[config.mk]
export PLATFORM = sky130hd
export DESIGN_NAME = insn_ctrl_decoder
export DESIGN_NICKNAME = d
export VERILOG_FILES = /design/src/rtl/insn_dec_pkg.sv /design/src/rtl/insn_opcode_map.sv /design/src/rtl/insn_imm_extend.sv /design/src/rtl/insn_branch_fields.sv /design/src/rtl/insn_ctrl_decoder.sv
export SDC_FILE = /design/constraint.sdc
export NUM_CORES = 1
export LEC_CHECK = 0
export BUFFER_PORTS_ARGS = -buffer_cell sky130_fd_sc_hd__clkbuf_2
export CELL_PAD_IN_SITES_DETAIL_PLACEMENT = 0
export CELL_PAD_IN_SITES_GLOBAL_PLACEMENT = 2
export CORE_MARGIN = 2
export CORE_UTILIZATION = 19
export DETAILED_ROUTE_END_ITERATION = 16
export GPL_TIMING_DRIVEN = 0
export PLACE_DENSITY = 0.95
export REMOVE_ABC_BUFFERS = 1
export SYNTH_ARGS = -nofsm -noshare
export SYNTH_HDL_FRONTEND = slang
export SYNTH_SLANG_ARGS = --single-unit
[constraint.sdc]
create_clock -name vclk -period 6
set_input_delay 1.2 -clock vclk [all_inputs]
set_output_delay 1.2 -clock vclk [all_outputs]
set_load 0.01 [all_outputs]
[src/rtl/insn_dec_pkg.sv]
package insn_dec_pkg;

  localparam int INSN_W = 16;
  localparam int OPC_W  = 7;
  localparam int REG_W  = 3;
  localparam int ALU_W  = 4;

  typedef enum logic [ALU_W-1:0] {
    ALU_ADD    = 4'h0,
    ALU_SUB    = 4'h1,
    ALU_INC    = 4'h2,
    ALU_DEC    = 4'h3,
    ALU_AND    = 4'h4,
    ALU_OR     = 4'h5,
    ALU_PASS_A = 4'h7,
    ALU_PASS_B = 4'h8
  } alu_op_e;

  typedef enum logic [3:0] {
    K_REG, K_LD, K_ST, K_LDI, K_ADI, K_SUI, K_BZ, K_BNZ, K_JMP, K_BAD
  } insn_kind_e;

  typedef enum logic [1:0] {
    BR_NONE   = 2'b00,
    BR_ZERO   = 2'b01,
    BR_NZERO  = 2'b10,
    BR_ALWAYS = 2'b11
  } br_kind_e;

  typedef struct packed {
    logic [REG_W-1:0] dst;
    logic [REG_W-1:0] src_a;
    logic [REG_W-1:0] src_b;
    logic             imm_sel;
    logic [ALU_W-1:0] alu;
    logic             mem_sel;
    logic             reg_we;
  } ctrl_word_t;

endpackage

[src/rtl/insn_opcode_map.sv]
module insn_opcode_map
  import insn_dec_pkg::*;
(
  input  logic [OPC_W-1:0] opc,
  output insn_kind_e       kind,
  output alu_op_e          alu
);

  always_comb begin
    kind = K_BAD;
    alu  = ALU_ADD;
    unique case (opc)
      7'b0000000: begin kind = K_REG; alu = ALU_ADD;    end
      7'b0000001: begin kind = K_REG; alu = ALU_SUB;    end
      7'b0000010: begin kind = K_REG; alu = ALU_INC;    end
      7'b0000011: begin kind = K_REG; alu = ALU_DEC;    end
      7'b0000111: begin kind = K_REG; alu = ALU_PASS_A; end
      7'b0001001: begin kind = K_REG; alu = ALU_AND;    end
      7'b0001010: begin kind = K_REG; alu = ALU_OR;     end
      7'b1010000: begin kind = K_LD;  alu = ALU_ADD;    end
      7'b1100000: begin kind = K_ST;  alu = ALU_ADD;    end
      7'b0110111: begin kind = K_LDI; alu = ALU_PASS_B; end
      7'b0010000: begin kind = K_ADI; alu = ALU_ADD;    end
      7'b0010001: begin kind = K_SUI; alu = ALU_SUB;    end
      7'b1110000: begin kind = K_BZ;  alu = ALU_PASS_A; end
      7'b1110001: begin kind = K_BNZ; alu = ALU_PASS_A; end
      7'b1111000: begin kind = K_JMP; alu = ALU_ADD;    end
      default:    begin kind = K_BAD; alu = ALU_ADD;    end
    endcase
  end

endmodule

[src/rtl/insn_imm_extend.sv]
module insn_imm_extend
  import insn_dec_pkg::*;
#(
  parameter int DATA_W = 16
) (
  input  insn_kind_e        kind,
  input  logic [5:0]        fld,
  output logic [DATA_W-1:0] imm
);

  localparam int PAD6 = DATA_W - 6;
  localparam int PAD3 = DATA_W - 3;

  logic [DATA_W-1:0] sx6, sx3, zf3;

  assign sx6 = {{PAD6{fld[5]}}, fld};
  assign sx3 = {{PAD3{fld[2]}}, fld[2:0]};
  assign zf3 = {{PAD3{1'b0}},   fld[2:0]};

  always_comb begin
    unique case (kind)
      K_LDI:             imm = sx6;
      K_ADI:             imm = sx3;
      K_SUI, K_LD, K_ST: imm = zf3;
      default:           imm = '0;
    endcase
  end

endmodule

[src/rtl/insn_branch_fields.sv]
module insn_branch_fields
  import insn_dec_pkg::*;
#(
  parameter int OFF_W = 16
) (
  input  insn_kind_e       kind,
  input  logic [8:0]       lo9,
  output br_kind_e         br_kind,
  output logic [OFF_W-1:0] br_off
);

  localparam int PAD6 = OFF_W - 6;
  localparam int PAD9 = OFF_W - 9;

  logic [5:0]       split6;
  logic [OFF_W-1:0] cond_off, jump_off;

  assign split6   = {lo9[8:6], lo9[2:0]};
  assign cond_off = {{PAD6{split6[5]}}, split6};
  assign jump_off = {{PAD9{lo9[8]}}, lo9};

  always_comb begin
    br_kind = BR_NONE;
    br_off  = '0;
    unique case (kind)
      K_BZ:    begin br_kind = BR_ZERO;   br_off = cond_off; end
      K_BNZ:   begin br_kind = BR_NZERO;  br_off = cond_off; end
      K_JMP:   begin br_kind = BR_ALWAYS; br_off = jump_off; end
      default: begin br_kind = BR_NONE;   br_off = '0;       end
    endcase
  end

endmodule

[src/rtl/insn_ctrl_decoder.sv]
module insn_ctrl_decoder
  import insn_dec_pkg::*;
#(
  parameter int DATA_W = 16,
  parameter int OFF_W  = 16
) (
  input  logic [15:0]       insn,
  output logic [15:0]       ctrl_word,
  output logic [DATA_W-1:0] imm,
  output logic [OFF_W-1:0]  br_off,
  output logic [1:0]        br_kind,
  output logic              mem_we,
  output logic              illegal
);

  logic [OPC_W-1:0] opc;
  logic [REG_W-1:0] f_rd, f_ra, f_rb;
  insn_kind_e       kind;
  alu_op_e          alu;
  br_kind_e         bk;
  ctrl_word_t       cw;

  assign opc  = insn[15:9];
  assign f_rd = insn[8:6];
  assign f_ra = insn[5:3];
  assign f_rb = insn[2:0];

  insn_opcode_map u_map (
    .opc  (opc),
    .kind (kind),
    .alu  (alu)
  );

  insn_imm_extend #(.DATA_W(DATA_W)) u_imm (
    .kind (kind),
    .fld  (insn[5:0]),
    .imm  (imm)
  );

  insn_branch_fields #(.OFF_W(OFF_W)) u_br (
    .kind    (kind),
    .lo9     (insn[8:0]),
    .br_kind (bk),
    .br_off  (br_off)
  );

  always_comb begin
    cw     = '0;
    cw.alu = alu;
    unique case (kind)
      K_REG: begin
        cw.dst = f_rd; cw.src_a = f_ra; cw.src_b = f_rb; cw.reg_we = 1'b1;
      end
      K_LD: begin
        cw.dst = f_rd; cw.src_a = f_ra; cw.src_b = f_rb;
        cw.imm_sel = 1'b1; cw.mem_sel = 1'b1; cw.reg_we = 1'b1;
      end
      K_ST: begin
        cw.src_a = f_ra; cw.src_b = f_rd; cw.imm_sel = 1'b1;
      end
      K_LDI: begin
        cw.dst = f_rd; cw.imm_sel = 1'b1; cw.reg_we = 1'b1;
      end
      K_ADI, K_SUI: begin
        cw.dst = f_rd; cw.src_a = f_ra; cw.imm_sel = 1'b1; cw.reg_we = 1'b1;
      end
      K_BZ, K_BNZ: begin
        cw.src_a = f_ra;
      end
      default: cw = '0;
    endcase
  end

  assign ctrl_word = cw;
  assign br_kind   = bk;
  assign mem_we    = (kind == K_ST);
  assign illegal   = (kind == K_BAD);

endmodule

Word-level counts from Yosys, hierarchy flattened
Cells that the tools add are included.
{ "totals": {"regBits": 0, "input_bits": 16, "elab_cells": 47} }
{ "classes": {"eq_ne": 23, "mux": 12, "reduce_logical": 12} }
{ "ops": {"columns": ["cell", "n"], "rows": [
  ["$pmux 16 s3", 1],
  ["$pmux 4 s9", 1],
  ["$eq 7x7->1 const B", 5],
  ["$pmux 16 s2", 1],
  ["$pmux 4 s7", 1],
  ["$eq 4x3->1 const B", 4],
  ["$eq 7x2->1 const B", 2],
  ["$eq 7x4->1 const B", 2],
  ["$eq 7x5->1 const B", 2],
  ["$reduce_or 7->1", 2],
  ["$reduce_or 5->1", 2],
  ["$eq 4x2->1 const B", 2],
  ["$eq 4x4->1 const B", 2],
  ["$reduce_or 8->1", 1],
  ["$eq 7x1->1 const B", 1],
  ["$eq 7x3->1 const B", 1],
  ["$eq 7x6->1 const B", 1],
  ["$logic_not 7->1", 1],
  ["$mux 3", 2],
  ["$pmux 2 s3", 1],
  ["$pmux 3 s2", 1],
  ["$reduce_or 2->1", 3],
  ["$reduce_or 3->1", 2],
  ["$eq 4x1->1 const B", 1],
  ["other kinds (3)", 5]
]} }

Longest topological paths before layout
Gate-level depths: netlist of run 1.
{ "logic_depth": {"ltp_word": 6, "ltp_mapped": 7, "depth_no_buf": 5} }

By module
Synthesis of run 1 repeated with hierarchy kept, for this count alone.
{ "hier_totals": {"hier_cells": 126, "hier_area_um2": 905.9} }
{ "modules_own_cells": {"columns": ["module", "n_inst", "cells_each", "area_per_inst_um2"], "rows": [
  ["insn_opcode_map", 1, 49, 331.6],
  ["insn_ctrl_decoder", 1, 33, 217.7],
  ["insn_branch_fields", 1, 22, 191.4],
  ["insn_imm_extend", 1, 22, 165.2]
]} }

Worst setup path before layout of run 1
No wires, ideal clock.
{ "synth_path": {"path_kind": "in2out", "start": "input insn[10]", "end": "output br_off[10]", "t_arrival_ns": 2.574, "path_slack_ns": 2.226, "stages": 5, "cell_sequence": "or3b_1 -> or2_1 -> a21oi_2 -> and2_1 -> buf_4"} }
{ "synth_between": {"elab_chain_cells": 6} }
{ "synth_rtl": {"columns": ["item", "line", "text"], "rows": [
  ["start: declaration", "insn_ctrl_decoder.sv:7", "input logic [15:0] insn,"],
  ["$eq 7x1->1, or another cell as far along", "insn_opcode_map.sv:12", "unique case (opc)"],
  ["$reduce_or 7->1 (no line)", null, null],
  ["$pmux 4 s9 (*)", "insn_opcode_map.sv:12", null],
  ["$eq 4x3->1", "insn_branch_fields.sv:25", "unique case (kind)"],
  ["$reduce_or 2->1 (no line)", null, null],
  ["$pmux 16 s2 (*)", "insn_branch_fields.sv:25", null],
  ["end: declaration", "insn_ctrl_decoder.sv:10", "output logic [OFF_W-1:0] br_off,"]
]} }
Every way passes the cells marked *; elsewhere a longest branch is shown, timed or not.

Final worst setup path of run 1
{ "layout_path": {"start": "input insn[10]", "end": "output br_off[8]"} }
The elaborated chain is that of the path after synthesis.

==> run summary, run 1 <==
Wire per inst -> 11.9 um
Worst Hold Path Cells -> 4
Post-DR vias/cell -> 4.54
PnR Total Power -> 0.0436 mW
Num ports -> 68
PostCTS Resize Cnt -> 0
Power density over cell area -> 43.0 nW/um^2
Leak -> 0.543 nW
Final Max Tran Viols -> 0
Setup repair after global routing missed its margin -> false
Largest net degree at the start of global routing -> 19
Placer Congestion -> 0.796
Drt drc -> 0
End of the critical path -> br_off[8]
Status -> finished, final reports clean
Sequential-to-total area share from yosys stat -> 0
Hold_sp -> insn[5]
Chip Width -> 68 um
Initial antenna violation count -> 0
Area delta synth->final -> 30.4%
Detailed Place HPWL -> 2.02 mm
Clock period minus worst slack -> 4130 ps
Final Setup Violations -> 0
Startpoint Class -> input port
Clock buf count -> 0
Most frequent cells in the layout -> clkbuf_2 (68), nand2_1 (16), and2_1 (10)
Height of the chip -> 68 um
CP required -> 4800 ps
Initial core utilization -> 0.196
Yosys cell types -> 36
Setup Buffers After CTS -> 0
Ratio of cells with drive above 1 in the final layout -> 0.461
Global-route wire length before repair -> 3.84 mm
Seq cells -> 0
Crit path kind -> input port to output port
Tot GR Track Use -> 0.101
Commonest non-fill, non-tap cell in the layout -> clkbuf_2
Yosys warning count -> 0
Hold buffer count at cts -> 0
Crit path max fanout -> 14
Vias -> 976
Site row count -> 23
Avg Inst Size Synth -> 6.43 sq um
Initial drt markers -> 24
Setup TNS -> 0 ps
Least-Margin Pin Slew -> 493 ps
Setup crit start -> insn[10]
Gate count after technology mapping -> 121
Drt pass-1 iters -> 4
Tightest Hold Check Type -> input port to output port
Std-Cell Core Area -> 3970 sq um
Placed instance count -> 215
Grt ovf -> 0
Worst VDD drop -> 16.0 uV
FF/Latch Area -> 0 sq um
Placed inst area -> 1010 sq um
DRT Wirelength -> 2.57 mm
Mapped Area -> 778 sq um
Slew HR -> 0.669
Vias in the first global route -> 791
Period utilisation layout -> 0.689
F_max -> 242 MHz
Final Cell Area -> 1010 sq um
IO buf count -> 68
Fin nets -> 183
Crit path capture type -> output port
Max Cap Viol -> 0
ANT cells -> 0
Fill cells -> 457
Post-route ant nets -> 0
Final hold vios -> 0
Number of cells in the finished layout apart from fillers -> 215
Final core occ -> 0.256
CP Data Arrival Time -> 2930 ps
Die footprint -> 4620 sq um
[synthesized netlist by cell type (2+ instances only)]
cell | number | area (sq um)
nand2_1 | 16 | 60.1
a21oi_1 | 8 | 40.0
nor3_1 | 3 | 15.0
a22o_1 | 9 | 78.8
nor2_1 | 8 | 30.0
nand2b_1 | 6 | 37.5
o21ai_0 | 3 | 15.0
o21a_1 | 2 | 15.0
buf_4 | 19 | 143
buf_2 | 4 | 20.0
and2_1 | 10 | 62.6
nor3b_2 | 2 | 25.0
nor2b_1 | 5 | 31.3
a21o_1 | 2 | 15.0
nand3_1 | 2 | 10.0
nor2_2 | 2 | 12.5
[report_power, final]
group	switching, mW	total (mW)	internal, mW
registers	0	0	0
logic	0.0267	0.0436	0.0169
clock network	0	0	0
[area by class of cell]
class                      count  area, sq um  share of cell area
multi-input combinational     96          608               0.599
inverter                       1         3.75             0.00370
tap                           50         62.6              0.0617
timing repair buffer          68          340               0.335
[per-stage QoR]
step / worst slack, ps / hold slack [ps]
floorplan: 2060 / 2440
global placement: 1860 / 2720
detailed placement: 1840 / 2710
CTS: 1840 / 2720
global route: 1660 / 2730
finish: 1870 / 2710
[worst max-delay path: stages]
cell	delay (ps)
clkbuf_2	200
or3b_1	490
or2_1	350
a21oi_2	240
and2_1	280
clkbuf_2	170
[worst min-delay path by stage]
stage	to	slack [ps]
6_report	ctrl_word[12]	2710
3_5_place_dp	ctrl_word[11]	2710
4_1_cts	ctrl_word[12]	2720
2_1_floorplan	ctrl_word[6]	2440
3_3_place_gp	ctrl_word[11]	2720
5_1_grt	ctrl_word[10]	2730
[layer usage]
metal  share of wire  wire (um)  global-route usage  vias up
met5               0          0                   0        -
met4               0          0                   0        0
met3           0.048        122             0.00164        0
met2            0.49       1250               0.172       38
met1            0.46       1190               0.151      440
li1                -          -                   -      498
[kinds of logic after synthesis]
| family | count (synthesis) | synth area share |
|---|---|---|
| simple gates | 63 | 0.473 |
| compound gates | 31 | 0.285 |
| buf+inv | 25 | 0.219 |
| xor+xnor | 1 | 0.0113 |
| mux | 1 | 0.0129 |
Power figures use the tool's default switching activity.
==> run 2, diff against run 1 <==
--- a/config.mk
+++ b/config.mk
@@ -9,10 +9,10 @@
 export CELL_PAD_IN_SITES_DETAIL_PLACEMENT = 0
 export CELL_PAD_IN_SITES_GLOBAL_PLACEMENT = 2
 export CORE_MARGIN = 2
-export CORE_UTILIZATION = 19
+export CORE_UTILIZATION = 16
 export DETAILED_ROUTE_END_ITERATION = 16
 export GPL_TIMING_DRIVEN = 0
-export PLACE_DENSITY = 0.95
+export PLACE_DENSITY = 0.9
 export REMOVE_ABC_BUFFERS = 1
 export SYNTH_ARGS = -nofsm -noshare
 export SYNTH_HDL_FRONTEND = slang
==> constraint.sdc (replaced) <==
create_clock -name vclk -period 3.5
set_input_delay 0.7 -clock vclk [all_inputs]
set_output_delay 0.7 -clock vclk [all_outputs]
set_load 0.01 [all_outputs]
==> run 2 against run 1 <==
- sequential cell count did not move
- utilization fell by 3.8 points
- wire length rose by 2.8%
- critical path type unchanged
- hold slack got worse by 1000 ps
- die area rose by 18%
- total power rose by 71%
- combinational power rose by 71%
- critical endpoint is now br_off[12]
- non-clock buffer count did not move
- cell count rose by 1.9%
- highest routed layer unchanged
- setup slack got worse by 1500 ps
- clock-buffer cell count did not move
==> run summary, run 2 (synthesis gave the netlist of run 1 again) <==
F_max -> 318 MHz
CP most frequent cell -> clkbuf_2 (unchanged)
Setup repair after global routing missed its margin -> false (unchanged)
Final Cell Area -> 1020 sq um (was 1010 sq um)
Period utilisation layout -> 0.897
Placed instance count -> 219 (was 215)
Largest net degree at the start of global routing -> 19 (unchanged)
Detailed Place HPWL -> 2.19 mm (was 2.02 mm)
Delay-heaviest family, CP -> simple AND/OR/NAND/NOR gates (unchanged)
CP Data Arrival Time -> 2440 ps (was 2930 ps)
Post-route ant nets -> 0 (unchanged)
Post-DR vias/cell -> 4.56 (was 4.54)
Initial drt markers -> 41 (was 24)
Crit path kind -> input port to output port (unchanged)
Least-Margin Pin Slew -> 481 ps (was 493 ps)
ANT cells -> 0 (unchanged)
IO buf count -> 68 (unchanged)
Area delta synth->final -> 31.0% (was 30.4%)
Initial core utilization -> 0.166 (was 0.196)
Crit path capture type -> output port (unchanged)
CP required -> 2800 ps (was 4800 ps)
DRT Wirelength -> 2.64 mm (was 2.57 mm)
Grt ovf -> 0 (unchanged)
PostCTS Resize Cnt -> 0 (unchanged)
Startpoint Class -> input port (unchanged)
Setup Buffers After CTS -> 0 (unchanged)
Number of cells in the finished layout apart from fillers -> 219 (was 215)
Power density over cell area -> 73.1 nW/um^2 (was 43.0 nW/um^2)
PnR Total Power -> 0.0745 mW (was 0.0436 mW)
Tightest Hold Check Type -> input port to output port (unchanged)
Final hold vios -> 0 (unchanged)
Fin nets -> 183 (unchanged)
Final Setup Violations -> 0 (unchanged)
Initial antenna violation count -> 0 (unchanged)
Clock buf count -> 0 (unchanged)
Status -> finished, final reports clean (unchanged)
Height of the chip -> 73.7 um (was 68 um)
Ratio of cells with drive above 1 in the final layout -> 0.461 (unchanged)
Slowest-stage cell, CP -> or3b_1 (unchanged)
Most frequent cells in the layout -> clkbuf_2 (68), nand2_1 (16), and2_1 (10) (unchanged)
Vias in the first global route -> 837 (was 791)
Placed inst area -> 1020 sq um (was 1010 sq um)
Crit path max fanout -> 14 (unchanged)
Die footprint -> 5440 sq um (was 4620 sq um)
Placer Congestion -> 0.729 (was 0.796)
Site row count -> 25 (was 23)
Vias -> 999 (was 976)
Chip Width -> 73.7 um (was 68 um)
Hold WS -> 1700 ps (was 2710 ps)
Leak -> 0.543 nW (unchanged)
Final Max Tran Viols -> 0 (unchanged)
Setup TNS -> 0 ps (unchanged)
Std-Cell Core Area -> 4690 sq um (was 3970 sq um)
Wire per inst -> 12.1 um (was 11.9 um)
Global-route wire length before repair -> 4.04 mm (was 3.84 mm)
Num ports -> 68 (unchanged)
Seq cells -> 0 (unchanged)
Delay of the slowest critical-path stage -> 500 ps (was 490 ps)
Clock period minus worst slack -> 3140 ps
WP buf/inv -> 2 (unchanged)
Worst VDD drop -> 45.5 uV (was 16.0 uV)
Commonest non-fill, non-tap cell in the layout -> clkbuf_2 (unchanged)
Slew HR -> 0.677 (was 0.669)
Drt pass-1 iters -> 4 (unchanged)
Tot GR Track Use -> 0.0898 (was 0.101)
Drt drc -> 0 (unchanged)
Hold buffer count at cts -> 0 (unchanged)
Crit path cell chain -> clkbuf_2 -> or3b_1 -> or2_1 -> a21oi_2 -> and2_1 -> clkbuf_2 (unchanged)
Max Cap Viol -> 0 (unchanged)
FF/Latch Area -> 0 sq um (unchanged)
## run 2: cell counts in the layout (fill, tap and decap cells not counted)
Identical to the previous run, type by type.
## run 2: final cells by class
cell class	count	area, sq um
Fill cell	551	3670
Inverter	1	3.75
Multi-Input combinational cell	96	608
Tap cell	54	67.6
Timing Repair Buffer	68	340
## run 2: where the power goes
part | total, mW | switching (mW) | internal (mW)
clock | 0 | 0 | 0
sequential | 0 | 0 | 0
combinational | 0.0745 | 0.0455 | 0.0290
total | 0.0745 | 0.0455 | 0.0290
## run 2: stage by stage
step	worst slack (ps)	util
floorplan	561	-
global placement	354	0.217
detailed placement	344	0.217
CTS	344	0.217
global route	224	0.217
finish	359	0.217
## run 2: path summary, 6_finish.rpt
kind / startpoint / to / cells after the start
worst max-delay path: insn[10] / br_off[12] / 6
worst min-delay path: insn[3] / ctrl_word[10] / 4
## run 2: layer usage
| metal | vias up | wire length, um | global-route usage |
|---|---|---|---|
| li1 | 502 | - | - |
| met1 | 464 | 1220 | 0.138 |
| met2 | 33 | 1270 | 0.145 |
| met3 | 0 | 150 | 0.00549 |
| met4 | 0 | 0 | 0 |
| met5 | - | 0 | 0 |
==> run 3, diff against run 2 <==
--- a/config.mk
+++ b/config.mk
@@ -8,12 +8,14 @@
 export BUFFER_PORTS_ARGS = -buffer_cell sky130_fd_sc_hd__clkbuf_2
 export CELL_PAD_IN_SITES_DETAIL_PLACEMENT = 0
 export CELL_PAD_IN_SITES_GLOBAL_PLACEMENT = 2
+export CORE_ASPECT_RATIO = 1.5
 export CORE_MARGIN = 2
-export CORE_UTILIZATION = 16
+export CORE_UTILIZATION = 18
 export DETAILED_ROUTE_END_ITERATION = 16
 export GPL_TIMING_DRIVEN = 0
-export PLACE_DENSITY = 0.9
+export PLACE_DENSITY = 0.89
 export REMOVE_ABC_BUFFERS = 1
 export SYNTH_ARGS = -nofsm -noshare
 export SYNTH_HDL_FRONTEND = slang
+export SYNTH_HIERARCHICAL = 1
 export SYNTH_SLANG_ARGS = --single-unit
==> run 3 against run 2 <==
- via count up 19%
- clock-buffer cell count unchanged
- global-route usage up 0.61 points
- fmax down 7.5%
- final area up 40%
- setup slack worse by 250 ps
- utilization up 7.6 points
- synthesized area up 16%
- total power up 98%
- critical path depth up 4
- largest cell class unchanged
==> run summary, run 3 <==
Ratio of cells with drive above 1 in the final layout -> 0.580 (was 0.461)
IO buf count -> 68 (unchanged)
Wire per inst -> 13.0 um (was 12.1 um)
Detailed Place HPWL -> 2.28 mm (was 2.19 mm)
Delay of the slowest critical-path stage -> 370 ps (was 500 ps)
Max Cap Viol -> 0 (unchanged)
Initial antenna violation count -> 0 (unchanged)
Placer Congestion -> 0.766 (was 0.729)
Crit path cell chain -> buf_2 -> or3_4 -> nor4_4 -> a211o_1 -> o32ai_4 -> buf_6 -> nor4b_4 -> buf_4 -> a22o_1 -> clkbuf_2 (was clkbuf_2 -> or3b_1 -> or2_1 -> a21oi_2 -> and2_1 -> clkbuf_2)
Hold buffer count at cts -> 0 (unchanged)
Site row count -> 31 (was 25)
Commonest non-fill, non-tap cell in the layout -> clkbuf_2 (unchanged)
CP required -> 2800 ps (about the same)
Initial core utilization -> 0.187 (was 0.166)
Setup slack after layout -> 106 ps (was 359 ps)
Tot GR Track Use -> 0.0958 (was 0.0898)
Final Setup Violations -> 0 (unchanged)
Final Cell Area -> 1420 sq um (was 1020 sq um)
Tightest Hold Check Type -> input port to output port (unchanged)
Clock period minus worst slack -> 3390 ps (was 3140 ps)
Final hold vios -> 0 (unchanged)
Grt ovf -> 0 (unchanged)
Met2 wire length -> 1.74 mm (was 1.27 mm)
Gate count after technology mapping -> 126 (was 121)
Sequential-to-total area share from yosys stat -> 0 (unchanged)
Top layer in use -> met3 (unchanged)
Pre-CTS setup slack -> -564 ps (was 344 ps)
WP buf/inv -> 4 (was 2)
Worst VDD drop -> 52.6 uV (was 45.5 uV)
Most frequent cells in the layout -> clkbuf_2 (62), buf_4 (15), a21oi_1 (9) (was clkbuf_2 (68), nand2_1 (16), and2_1 (10))
Count leader, synth -> buf_4 (unchanged)
Initial drt markers -> 60 (was 41)
Yosys warning count -> 6 (was 0)
Leading area contributor after synthesis -> buf_4 (unchanged)
Chip Width -> 61.9 um (was 73.7 um)
Final Max Tran Viols -> 0 (unchanged)
CP Data Arrival Time -> 2690 ps (was 2440 ps)
Num ports -> 68 (unchanged)
Final core occ -> 0.293 (was 0.217)
Synth cell count leaders -> buf_4 (19), a21oi_1 (11), nor3b_1 (7) (was buf_4 (19), nand2_1 (16), and2_1 (10), a22o_1 (9))
Period utilisation layout -> 0.970 (was 0.897)
Yosys cell types -> 45 (was 36)
FF/Latch Area -> 0 sq um (unchanged)
Vias in the first global route -> 939 (was 837)
Crit path capture type -> output port (unchanged)
DRT Wirelength -> 3.30 mm (was 2.64 mm)
Largest net degree at the start of global routing -> 17 (was 19)
Delay-heaviest family, CP -> simple AND/OR/NAND/NOR gates (unchanged)
ANT cells -> 0 (unchanged)
Crit path max fanout -> 10 (was 14)
Slew HR -> 0.625 (was 0.677)
Height of the chip -> 90.9 um (was 73.7 um)
F_max -> 295 MHz (was 318 MHz)
Leak -> 0.638 nW (was 0.543 nW)
Startpoint Class -> input port (unchanged)
Yosys top cell area share -> 0.157 (was 0.183)
Drt pass-1 iters -> 4 (unchanged)
M1 WL -> 1.39 mm (was 1.22 mm)
Crit path kind -> input port to output port (unchanged)
Post-route ant nets -> 0 (unchanged)
Global-route wire length before repair -> 4.52 mm (was 4.04 mm)
Mapped Area -> 906 sq um (was 778 sq um)
Clock buf count -> 0 (unchanged)
Met3 Wirelength -> 172 um (was 150 um)
Least-Margin Pin Slew -> 562 ps (was 481 ps)
Avg Inst Size Synth -> 7.19 sq um (was 6.43 sq um)
Seq cells -> 0 (unchanged)
Power density over cell area -> 104 nW/um^2 (was 73.1 nW/um^2)
Drt drc -> 0 (unchanged)
Die footprint -> 5630 sq um (was 5440 sq um)
Fill cells -> 549 (was 551)
Std-Cell Core Area -> 4850 sq um (was 4690 sq um)
Vias -> 1,189 (was 999)
Status -> finished, final reports clean (unchanged)
Post-DR vias/cell -> 4.68 (was 4.56)
Slowest-stage cell, CP -> or3_4 (was or3b_1)
Synth area leaders -> buf_4 (16%), a21oi_1 (6.1%), nor3b_1 (5.8%), a22o_1 (4.8%), buf_6 (3.7%) (was buf_4 (18%), a22o_1 (10%), and2_1 (8.0%), nand2_1 (7.7%), a21oi_1 (5.1%))
Fin nets -> 206 (was 183)
Area delta synth->final -> 57.0% (was 31.0%)
Placed inst area -> 1180 sq um (was 1020 sq um)
PnR Total Power -> 0.148 mW (was 0.0745 mW)
[run 3: cell types whose count changed after synthesis, sizes merged, moves of 5 or more]
cell | before | now
nor2 | 10 | 1
inv | 1 | 6
and2 | 10 | 1
nand2 | 16 | 4
[run 3: metal layers]
metal  GRT usage  vias to the layer above
met3     0.00143                        0
met1       0.128                      547
met2       0.175                       44
met4           0                        0
met5           0                        -
li1            -                      598
[run 3: layout make-up]
type | instances | area (sq um) | area share
multi-input combinational | 95 | 807 | 0.567
timing repair buffer | 87 | 510 | 0.359
tap | 66 | 82.6 | 0.0580
inverter | 6 | 22.5 | 0.0158
[run 3: final timing paths]
kind,start,end,slack [ps],depth (start not counted)
worst max-delay path,insn[15],br_off[5],110,10
worst min-delay path,insn[7],ctrl_word[14],1720,4
[run 3: cells by family (layout without fill, tap and decap cells)]
logic type      count (synthesis)  after routing  synth area share
compound gates                 41             42             0.329
buf+inv                        32             93             0.242
xor+xnor                        1              1           0.00967
simple gates                   52             52             0.420
[run 3: where the power goes]
group	switching (mW)	leakage [nW]	internal, mW	total, mW
clock network	0	0	0	0
registers	0	0	0	0
logic	0.0805	0.638	0.0674	0.148
[run 3: repair_timing]
item                                    4_1_cts  5_1_grt
endpoints found under the setup margin       32       34
pin swaps                                     2        6
buffers inserted                              4       10
resized for setup                             7       24
gates cloned                                  0        3
[run 3: per-stage QoR]
step           setup TNS [ps]  hold WS, ps  instances
6_report                    0         1720        254
5_1_grt                 -28.9         1740        254
4_1_cts                     0         1720        241
3_5_place_dp           -12460         1720        237
3_3_place_gp           -73300         1720        234
2_1_floorplan          -31660         1490        100
